### src/rtl/bank_reg_alloc_pkg.sv
package bank_reg_alloc_pkg;

  typedef enum logic [1:0] {
    POL_QUEUE  = 2'd0,
    POL_LOWEST = 2'd1,
    POL_FULL   = 2'd2,
    POL_RECENT = 2'd3
  } pol_e;

endpackage

### src/rtl/bank_reg_alloc_queue.sv
module bank_reg_alloc_queue #(
  parameter int DEPTH = 160,
  parameter int IW    = 8
) (
  input  logic          clk,
  input  logic          rst_n,
  input  logic          rebuild,
  input  logic          pop,
  input  logic          push,
  input  logic [IW-1:0] push_idx,
  output logic [IW-1:0] head_idx
);

  logic [IW-1:0] slot [DEPTH];
  logic [IW-1:0] rd_ptr;
  logic [IW-1:0] wr_ptr;

  function automatic logic [IW-1:0] wrap_inc(input logic [IW-1:0] p);
    return (p == IW'(DEPTH - 1)) ? '0 : p + 1'b1;
  endfunction

  always_ff @(posedge clk or negedge rst_n) begin
    if (!rst_n) begin
      for (int i = 0; i < DEPTH; i++) slot[i] <= IW'(i);
      rd_ptr <= '0;
      wr_ptr <= '0;
    end else if (rebuild) begin
      for (int i = 0; i < DEPTH; i++) slot[i] <= IW'(i);
      rd_ptr <= '0;
      wr_ptr <= '0;
    end else begin
      if (push) begin
        slot[wr_ptr] <= push_idx;
        wr_ptr       <= wrap_inc(wr_ptr);
      end
      if (pop) rd_ptr <= wrap_inc(rd_ptr);
    end
  end

  assign head_idx = slot[rd_ptr];

endmodule

### src/rtl/bank_reg_alloc_occ.sv
module bank_reg_alloc_occ #(
  parameter int NB = 10,
  parameter int CW = 5,
  parameter int BW = 4
) (
  input  logic             clk,
  input  logic             rst_n,
  input  logic             inc_vld,
  input  logic [BW-1:0]    inc_bank,
  input  logic             dec_vld,
  input  logic [BW-1:0]    dec_bank,
  output logic [NB*CW-1:0] occ
);

  for (genvar b = 0; b < NB; b++) begin : g_bank
    logic [CW-1:0] cnt;
    logic          up;
    logic          dn;

    assign up = inc_vld && (inc_bank == BW'(b));
    assign dn = dec_vld && (dec_bank == BW'(b));

    always_ff @(posedge clk or negedge rst_n) begin
      if (!rst_n)          cnt <= '0;
      else if (up && !dn)  cnt <= cnt + 1'b1;
      else if (dn && !up)  cnt <= cnt - 1'b1;
    end

    assign occ[b*CW +: CW] = cnt;
  end

endmodule

### src/rtl/bank_reg_alloc_pick.sv
module bank_reg_alloc_pick
  import bank_reg_alloc_pkg::*;
#(
  parameter int N  = 160,
  parameter int BS = 16,
  parameter int NB = 10,
  parameter int CW = 5,
  parameter int IW = 8,
  parameter int BW = 4
) (
  input  logic [N-1:0]     busy,
  input  logic [NB*CW-1:0] occ,
  input  pol_e             pol,
  input  logic [BW-1:0]    last_bank,
  input  logic [IW-1:0]    head_idx,
  output logic [IW-1:0]    pick_idx
);

  logic [CW-1:0] occ_a [NB];

  for (genvar b = 0; b < NB; b++) begin : g_unpack
    assign occ_a[b] = occ[b*CW +: CW];
  end

  function automatic logic [IW-1:0] first_in_bank(input logic [N-1:0] bv,
                                                  input logic [BW-1:0] bk);
    logic [IW-1:0] r;
    logic [IW-1:0] p;
    r = '0;
    for (int k = BS - 1; k >= 0; k--) begin
      p = IW'(int'(bk) * BS + k);
      if (!bv[p]) r = p;
    end
    return r;
  endfunction

  logic [BW-1:0] full_bank;
  logic [CW-1:0] full_cnt;
  logic          full_found;
  logic [IW-1:0] lowest;
  logic [BW-1:0] recent_bank;

  always_comb begin
    full_bank  = '0;
    full_cnt   = '0;
    full_found = 1'b0;
    for (int b = 0; b < NB; b++) begin
      if (occ_a[b] < CW'(BS) && (!full_found || occ_a[b] > full_cnt)) begin
        full_found = 1'b1;
        full_bank  = BW'(b);
        full_cnt   = occ_a[b];
      end
    end
  end

  always_comb begin
    lowest = '0;
    for (int i = N - 1; i >= 0; i--) begin
      if (!busy[IW'(i)]) lowest = IW'(i);
    end
  end

  assign recent_bank = (occ_a[last_bank] < CW'(BS)) ? last_bank : full_bank;

  always_comb begin
    unique case (pol)
      POL_QUEUE:  pick_idx = head_idx;
      POL_LOWEST: pick_idx = lowest;
      POL_FULL:   pick_idx = first_in_bank(busy, full_bank);
      default:    pick_idx = first_in_bank(busy, recent_bank);
    endcase
  end

endmodule

### src/rtl/bank_reg_alloc.sv
module bank_reg_alloc
  import bank_reg_alloc_pkg::*;
#(
  parameter  int NUM_REGS  = 160,
  parameter  int BANK_SIZE = 16,
  localparam int NB        = NUM_REGS / BANK_SIZE,
  localparam int IW        = $clog2(NUM_REGS),
  localparam int CW        = $clog2(BANK_SIZE + 1),
  localparam int BW        = (NB > 1) ? $clog2(NB) : 1
) (
  input  logic             clk,
  input  logic             rst_n,
  input  logic [1:0]       pol_sel,
  input  logic             alloc_req,
  output logic             alloc_vld,
  output logic [IW-1:0]    alloc_idx,
  input  logic             rel_vld,
  input  logic [IW-1:0]    rel_idx,
  output logic [NB*CW-1:0] bank_occ
);

  logic [NUM_REGS-1:0] busy;
  pol_e                act_pol;
  logic [BW-1:0]       last_bank;
  logic [IW-1:0]       head_idx;
  logic [IW-1:0]       pick_idx;

  // named internal events
  logic          any_free;
  logic          grant_fire;
  logic          rel_ok;
  logic          pol_load;
  logic          q_rebuild;
  logic [BW-1:0] grant_bank;
  logic [BW-1:0] rel_bank;

  function automatic logic [BW-1:0] bank_of(input logic [IW-1:0] idx);
    return BW'(idx / IW'(BANK_SIZE));
  endfunction

  assign any_free   = ~&busy;
  assign alloc_vld  = alloc_req && any_free;
  assign alloc_idx  = pick_idx;
  assign grant_fire = alloc_vld;
  assign rel_ok     = rel_vld && ({1'b0, rel_idx} < (IW+1)'(NUM_REGS)) && busy[rel_idx];
  assign pol_load   = (busy == '0) && !alloc_req;
  assign q_rebuild  = pol_load && (pol_e'(pol_sel) == POL_QUEUE) && (act_pol != POL_QUEUE);
  assign grant_bank = bank_of(alloc_idx);
  assign rel_bank   = bank_of(rel_idx);

  always_ff @(posedge clk or negedge rst_n) begin
    if (!rst_n) begin
      busy      <= '0;
      act_pol   <= POL_QUEUE;
      last_bank <= '0;
    end else begin
      if (grant_fire) begin
        busy[alloc_idx] <= 1'b1;
        last_bank       <= grant_bank;
      end
      if (rel_ok) busy[rel_idx] <= 1'b0;
      if (pol_load) act_pol <= pol_e'(pol_sel);
    end
  end

  bank_reg_alloc_queue #(
    .DEPTH (NUM_REGS),
    .IW    (IW)
  ) u_queue (
    .clk      (clk),
    .rst_n    (rst_n),
    .rebuild  (q_rebuild),
    .pop      (grant_fire && act_pol == POL_QUEUE),
    .push     (rel_ok && act_pol == POL_QUEUE),
    .push_idx (rel_idx),
    .head_idx (head_idx)
  );

  bank_reg_alloc_occ #(
    .NB (NB),
    .CW (CW),
    .BW (BW)
  ) u_occ (
    .clk      (clk),
    .rst_n    (rst_n),
    .inc_vld  (grant_fire),
    .inc_bank (grant_bank),
    .dec_vld  (rel_ok),
    .dec_bank (rel_bank),
    .occ      (bank_occ)
  );

  bank_reg_alloc_pick #(
    .N  (NUM_REGS),
    .BS (BANK_SIZE),
    .NB (NB),
    .CW (CW),
    .IW (IW),
    .BW (BW)
  ) u_pick (
    .busy      (busy),
    .occ       (bank_occ),
    .pol       (act_pol),
    .last_bank (last_bank),
    .head_idx  (head_idx),
    .pick_idx  (pick_idx)
  );

endmodule

### config.mk
export PLATFORM = sky130hd
export DESIGN_NAME = bank_reg_alloc
export DESIGN_NICKNAME = d
export VERILOG_FILES = /design/src/rtl/bank_reg_alloc_pkg.sv /design/src/rtl/bank_reg_alloc_queue.sv /design/src/rtl/bank_reg_alloc_occ.sv /design/src/rtl/bank_reg_alloc_pick.sv /design/src/rtl/bank_reg_alloc.sv
export SDC_FILE = /design/constraint.sdc
export NUM_CORES = 2
export LEC_CHECK = 0
export CAP_MARGIN = 10
export CORE_MARGIN = 4
export CORE_UTILIZATION = 25
export CTS_CLUSTER_DIAMETER = 200
export DETAILED_ROUTE_END_ITERATION = 8
export PLACE_DENSITY = 0.42
export SLEW_MARGIN = 20
export SYNTH_ARGS = -nofsm -noshare
export SYNTH_HDL_FRONTEND = slang
export SYNTH_SLANG_ARGS = --single-unit
### constraint.sdc
create_clock -name clk -period 15.2 [get_ports clk]
set_clock_uncertainty 0.05 [all_clocks]
set_input_delay 1.52 -clock clk [delete_from_list [all_inputs] [get_ports clk]]
set_output_delay 1.52 -clock clk [all_outputs]
set_load 0.005 [all_outputs]
Word level (Yosys, flattened, before mapping)
Index checks and enable logic that the tools add are counted.
{ "word_totals": {"in_bits": 14, "mem_bits_rw": 0, "rom_bits": 0, "n_memories": 0, "reg_bits": 1512, "latch_bits": 0, "out_inout_bits": 59, "wordCells": 733} }
{ "op_classes": {"eq_ne": 22, "addsub": 52, "magnitude_cmp": 61, "n_div": 0, "bitwise": 6, "n_reduce_logical": 119, "n_mul": 0, "shifts": 0, "muxes": 298} }
{ "ops": {"columns": ["operator", "n"], "rows": [
  ["1280-bit 2-to-1 mux", 2],
  ["8-bit 2-to-1 mux", 169],
  ["1280-bit bitwise mux", 1],
  ["160-bit 2-to-1 mux", 2],
  ["8-bit by 9-bit < comparator with 1-bit output, second input constant", 34],
  ["1-bit binary-select mux with 8-bit select", 31],
  ["160-bit bitwise AND", 1],
  ["160-bit logical NOT", 1],
  ["160-bit NOT", 1],
  ["160-bit OR", 1],
  ["160-bit AND reduction", 1],
  ["5-bit 2-to-1 mux", 31],
  ["8-bit by 4-bit adder with 8-bit output, second input constant", 16],
  ["8-bit by 3-bit adder with 8-bit output, second input constant", 8],
  ["8-bit binary-select mux with 8-bit select", 1],
  ["8-bit demux with 8-bit select", 1],
  ["1-bit logical AND", 60],
  ["5-bit < comparator, second input constant", 11],
  ["5-bit by 1-bit adder with 5-bit output, second input constant", 10],
  ["5-bit by 1-bit subtractor with 5-bit output, second input constant", 10],
  ["5-bit greater-than comparator", 9],
  ["1-bit 2-to-1 mux", 45],
  ["4-bit 2-to-1 mux", 9],
  ["8-bit by 1-bit adder with 8-bit output, second input constant", 4],
  ["24 further kinds", 99]
]} }

Logic depth before layout (Yosys ltp)
{ "logic_depth": {"ltp_word": 137, "mapped_depth": 85} }

Cells and area by module
Synthesis repeated with hierarchy kept, for this count alone.
{ "hier_totals": {"cells_unflattened": 8874, "area_unflattened_um2": 84842.6} }
{ "by_module_without_submodules": {"columns": ["module", "n_inst", "seq_area_each_um2", "cells_per_inst", "area_each_um2"], "rows": [
  ["bank_reg_alloc_queue", 1, 33131.8, 6368, 64516.9],
  ["bank_reg_alloc", 1, 4154.0, 931, 9171.3],
  ["bank_reg_alloc_pick", 1, 0.0, 1244, 7763.7],
  ["bank_reg_alloc_occ", 1, 1251.2, 331, 3390.8]
]} }

Worst setup path after synthesis
Ideal clock, no wire load.
{ "synth_timing": {"path_type": "flip-flop to flip-flop", "start": "register u_occ.g_bank[0].cnt[4]", "end": "register u_occ.g_bank[4].cnt[4]", "stages_incl_launch_ff": 77, "path_slack_ps": -1769, "arrival_time_ps": 16796, "path_buffers": 6, "required_ps": 15027, "synth_period_minus_slack_ps": 16969, "setup_time_ps": 123, "path_cell_list": "dfrtp_1 buf_2 nand2b_1 ha_1 nor2b_1 o211ai_1 a211oi_2 nand2_1 o21ai_0 inv_1 ha_1 and4_1 a221o_1 o21ai_1 mux2_2 inv_1 ha_1 a211oi_1 [... 41 more ...] a31o_1 a21oi_4 mux4_2 and2_1 a221oi_2 inv_2 a41o_1 o221ai_4 nor4b_4 buf_6 ha_1 inv_1 fa_1 a21o_1 a21oi_1 xnor2_1 nor2_1 xnor2_1"} }
{ "synth_between": {"elab_chain_cells": 64} }
{ "synth_lines": {"columns": ["item", "line", "text"], "rows": [
  ["from (decl)", "bank_reg_alloc_occ.sv:16", "logic [CW-1:0] cnt;"],
  ["from (signal assigned)", "bank_reg_alloc_occ.sv:25", "else if (up && !dn) cnt <= cnt + 1'b1;"],
  ["from (signal assigned)", "bank_reg_alloc_occ.sv:26", "else if (dn && !up) cnt <= cnt - 1'b1;"],
  ["5-bit < comparator", "bank_reg_alloc_pick.sv:48", "if (occ_a[b] < CW'(BS) && (!full_found || occ_a[b] > full_cnt)) begin"],
  ["5-bit 2-to-1 mux or 1-bit 2-to-1 mux (tied branches)", "bank_reg_alloc_pick.sv:48", null],
  ["5-bit greater-than comparator or 1-bit logical NOT (tied branches)", "bank_reg_alloc_pick.sv:48", null],
  ["1-bit logical OR", "bank_reg_alloc_pick.sv:48", null],
  ["1-bit logical AND", "bank_reg_alloc_pick.sv:48", null],
  ["5-bit 2-to-1 mux or 1-bit 2-to-1 mux (tied branches)", "bank_reg_alloc_pick.sv:48", null],
  ["5-bit greater-than comparator or 1-bit logical NOT (tied branches)", "bank_reg_alloc_pick.sv:48", null],
  ["1-bit logical OR", "bank_reg_alloc_pick.sv:48", null],
  ["[... 34 more ...]", null, null],
  ["8-bit 2-to-1 mux (16 in a row)", "bank_reg_alloc_pick.sv:32", "if (!bv[p]) r = p;"],
  ["8-bit case mux with 3 select lines *", "bank_reg_alloc_pick.sv:66", "unique case (pol)"],
  ["named net alloc_idx[6]", "bank_reg_alloc.sv:16", "output logic [IW-1:0] alloc_idx,"],
  ["4-bit by 3-bit == test with 1-bit output *", "bank_reg_alloc_occ.sv:20", "assign up = inc_vld && (inc_bank == BW'(b));"],
  ["1-bit logical AND *", "bank_reg_alloc_occ.sv:20", null],
  ["1-bit logical NOT", "bank_reg_alloc_occ.sv:26", null],
  ["1-bit logical AND", "bank_reg_alloc_occ.sv:26", null],
  ["2-bit nonzero test (no line)", null, null],
  ["to (signal assigned)", "bank_reg_alloc_occ.sv:25", null],
  ["to (signal assigned)", "bank_reg_alloc_occ.sv:26", null],
  ["to (decl)", "bank_reg_alloc_occ.sv:16", null]
]} }
The timed path passes the listed nets; every way through them passes the cells marked *. The select of a mux whose other input is x is not followed.
A chain may end at the register's enable or synchronous reset.

Final worst setup path
{ "layout_timing": {"start": "register u_occ.g_bank[0].cnt[4]", "end": "output alloc_idx[0]"} }
{ "layout_between": {"elab_chain_cells": 59} }
{ "layout_lines": {"columns": ["item", "line", "text"], "rows": [
  ["5-bit < comparator", "bank_reg_alloc_pick.sv:48", null],
  ["5-bit 2-to-1 mux or 1-bit 2-to-1 mux (tied branches)", "bank_reg_alloc_pick.sv:48", null],
  ["5-bit greater-than comparator or 1-bit logical NOT (tied branches)", "bank_reg_alloc_pick.sv:48", null],
  ["1-bit logical OR", "bank_reg_alloc_pick.sv:48", null],
  ["1-bit logical AND", "bank_reg_alloc_pick.sv:48", null],
  ["5-bit 2-to-1 mux or 1-bit 2-to-1 mux (tied branches)", "bank_reg_alloc_pick.sv:48", null],
  ["5-bit greater-than comparator or 1-bit logical NOT (tied branches)", "bank_reg_alloc_pick.sv:48", null],
  ["1-bit logical OR", "bank_reg_alloc_pick.sv:48", null],
  ["[... 28 more ...]", null, null],
  ["1-bit logical AND", "bank_reg_alloc_pick.sv:48", null],
  ["4-bit 2-to-1 mux", "bank_reg_alloc_pick.sv:48", null],
  ["4-bit 2-to-1 mux", "bank_reg_alloc_pick.sv:63", "assign recent_bank = (occ_a[last_bank] < CW'(BS)) ? last_bank : full_bank;"],
  ["8-bit by 4-bit adder with 8-bit output", "bank_reg_alloc_pick.sv:31", "p = IW'(int'(bk) * BS + k);"],
  ["1-bit binary-select mux with 8-bit select", "bank_reg_alloc_pick.sv:32", null],
  ["1-bit 2-to-1 mux (not written as such)", "bank_reg_alloc_pick.sv:32", null],
  ["8-bit 2-to-1 mux (16 in a row)", "bank_reg_alloc_pick.sv:32", null],
  ["8-bit case mux with 3 select lines *", "bank_reg_alloc_pick.sv:66", null],
  ["to (decl)", "bank_reg_alloc.sv:16", null]
]} }
Mark *: on every way between the ends. The rest lies on a longest branch, timed or not. The select of a mux whose other input is x is not followed.

==> metrics.md <==
| Metric | Value |
|---|---|
| Outcome | finished, violations left |
| Failing checks | setup timing |
| Max frequency | slightly above 0.06 GHz |
| Area of the core | 331000 sq um |
| TritonRoute pass-1 iters | 7 |
| Top cells by count, synth | nand2_1, o21ai_0, dfrtp_1 |
| DP HPWL | ~240 mm |
| Final hold slack | 0.438 ns |
| Synthesized area per cell | around 9 sq um |
| Pre-CTS setup slack | -1.20 ns |
| Multi-input combinational cell area | roughly 43000 sq um |
| Gate Count Post-Synth | slightly above 9k |
| # Max-Cap Violations | 0 |
| PnR worst setup slack | -1.32 ns |
| Dominant register cell in the synthesized netlist | dfrtp_1 |
| Slew Viols, Final | 0 |
| Leak pwr | 39.2 nW |
| DR WL/cell | 26.0 um |
| Top post-synthesis cells by area | dfrtp_1, dfstp_2, nand2_1 |
| Worst path max stage delay | 0.51 ns |
| Hold crit path type | flip-flop to flip-flop |
| Number of flops mapped to enable cells by yosys | 0 |
| Reg2Reg Depth | 93 |
| Total GRT Usage | between 20 and 25% |
| RR Endpoint | busy[72] |
| Final WL | 363 mm |
| Post-synthesis sequential area ratio | 46.3% |
| CP max stage cell | mux4_2 |
| DIE HEIGHT | 585 um |
| Post-layout nets | approximately 9.5k |
| CP startpoint kind | flip-flop |
| Cell mode on critical path | ha_4 |
| Layout area overhead | 21.2% |
| Worst reg2reg startpoint | u_occ.g_bank[0].cnt[4] |
| Hold Crit Start | u_queue.slot[35] |
| GRT overflow | 0 |
| Crit path kind | flip-flop to output pin |
| Pwr dens | between 200 and 300 nW/um^2 |
| Sequential cell area | 38600 sq um |
| Die Wd | 585 um |
| Hold buffer count at cts | 0 |
| Via count | 72.5k |
| Hold path cells | 2 |
| Setup TNS | -209.52 ns |
| Unrepaired setup endpoints after global routing | yes |
| Initial Util | approximately 25% |
| Hold EP | u_queue.slot[35] |
| Remaining DRCs | 0 |
| Antenna violations before repair | 24 |
| CTS tree | built |
| Synth Register Bits | 1512 |
| FFs w/ async S/R, synth | between 90% and 100% |
| Final Cycle Share | 109% |
| H-tree Lvls | 4 |
| Worst Path Arrival | 14.95 ns |
| Setup crit end kind | output pin |
| VDD IR max | 312 uV |
| Share of cells above drive strength 1 | about a quarter |
| Crit path max fanout | 8 |
| Num CTS Buffers | approximately 190 |
| Dpl cells | ~13k |
| Reg clk slew, reported paths | 0.06 ns |
| Period minus WS final | between 15 and 20 ns |
| Synth warn | 0 |
| Post-DRT Antenna Nets | 0 |
| Final core occ | 30.5% |
| Finished Layout Cells | 13.9k |
| Cell area after synthesis | 83200 sq um |
| Slew HR | 16.9% |
| Worst-margin pin slew | 1.24 ns |
| Vias in the first global route | 70.9k |
| DP Area | between 90000 and 100000 sq um |
| Rows | 211 |
| Clock insertion delay at the later pin of the skew report | 0.88 ns |
| Design Power | 26.0 mW |
| TritonCTS Sinks | 1512 |
| FILL cells | 34.2k |
| Final hold viol count | 0 |
| Post-synth top area cell | dfrtp_1 |
| Synth top area share | 28.6% |
| DR iter-0 viols | 7453 |
| Final setup fails | 214 |
| Full die area | 342000 sq um |
| Clock Root Buffer | clkbuf_16 |
| Drt via density | 5.21 |
| # IOs | 73 |
| Placer Congestion | slightly above 1 |
| Most frequent cell after synthesis | nand2_1 |
| I/O Buffers | just over 70 |
| R2R Setup Slk | -1.28 ns |
| CTS max path bufs | 4 |
| Global-route wire length before repair | between 500 and 600 mm |
| Largest net degree at the start of global routing | 174 |
| Synth cell types | 122 |
| Design area | 101000 sq um |
| Worst Path Required | 13.63 ns |
==> repair_timing <==
action                                  4_1_cts  5_1_grt
gates resized for setup                     264      166
endpoints found under the setup margin      218      221
hold endpoints to repair                      0        0
gates cloned                                  2        6
pin swaps                                   159      119
buffers inserted                             91       58
==> state kept, by name, indices dropped and copies added, names as in the netlist <==
| signal | count |
|---|---|
| u_queue.wr_ptr | 8 |
| busy | 160 |
| u_occ.g_bank.cnt | 50 |
| act_pol | 2 |
| u_queue.rd_ptr | 8 |
| u_queue.slot | 1280 |
| last_bank | 4 |
==> placed cells by master (no fill, tap or decap), types with 64 or more instances in the layout <==
cell type | synthesis | final
mux2_2 | 103 | 96
dfrtp_1 | 952 | 947
o22ai_1 | 89 | 89
nor2_1 | 702 | 640
a31oi_1 | 138 | 118
o21ai_0 | 1290 | 1257
o221ai_1 | 92 | 90
nand3_1 | 91 | 84
dfstp_2 | 560 | 560
clkbuf_16 | 0 | 193
mux2i_1 | 450 | 438
nand4_1 | 72 | 72
buf_6 | 13 | 80
a21oi_1 | 478 | 431
nand2_1 | 2357 | 2338
mux4_2 | 227 | 227
a211oi_1 | 76 | 64
inv_1 | 103 | 89
buf_4 | 23 | 517
==> worst max-delay path: cells and delay by family, from the launching register on <==
kind            cells  cell delay (ns)
buf+inv            13             1.74
simple gates       20             3.08
mux                 4             1.49
fa+ha+maj           9             2.19
compound gates     28             5.10
flops               1             0.43
==> worst max-delay path by stage <==
stage | slack [ns] | start | end
floorplan | -0.50 | u_occ.g_bank[0].cnt[4] | u_occ.g_bank[4].cnt[4]
global placement | -1.28 | u_occ.g_bank[0].cnt[4] | alloc_idx[1]
detailed placement | -1.20 | u_occ.g_bank[0].cnt[4] | alloc_idx[1]
CTS | -1.12 | u_occ.g_bank[0].cnt[4] | alloc_idx[0]
global route | -1.90 | u_occ.g_bank[0].cnt[4] | alloc_idx[6]
finish | -1.32 | u_occ.g_bank[0].cnt[4] | alloc_idx[0]
==> power by group <==
part / internal (mW) / leakage, nW / switching (mW)
Combinational: 7.46 / 17.2 / 9.02
Sequential: 4.23 / 18.9 / 0.659
Clock: 2.74 / 3.11 / 1.89
==> cells by family (layout without fill, tap and decap cells) <==
group | Yosys count | in the layout | synth area share [%]
compound gates | 2420 | 2420 | 16.8
buf+inv | 929 | 1187 | 4.57
other cells | 1 | 17 | 0.00451
flops | 1512 | 1512 | 46.3
mux | 783 | 783 | 13.0
xor+xnor | 55 | 55 | 0.579
fa+ha+maj | 99 | 99 | 1.58
simple gates | 3486 | 3486 | 17.2
==> metal layers <==
layer	routed length (um)	vias up	global-route usage, %
met4	15000	12	7.05
li1	-	32700	-
met3	23200	621	3.26
met2	161000	2703	31.8
met1	163000	36500	28.7
met5	86	-	0
==> final cells by class <==
| class | count | share of cell area [%] |
|---|---|---|
| Clock buffer | 280 | 5.43 |
| Multi-Input combinational cell | 6851 | 42.7 |
| Sequential cell | 1512 | 38.2 |
| Antenna cell | 9 | 0.0223 |
| Timing Repair Buffer | 736 | 6.89 |
| Clock inverter | 65 | 0.829 |
| Tap cell | 4366 | 5.42 |
| Inverter | 106 | 0.427 |
Note: power is estimated with default switching activity, not from simulation.
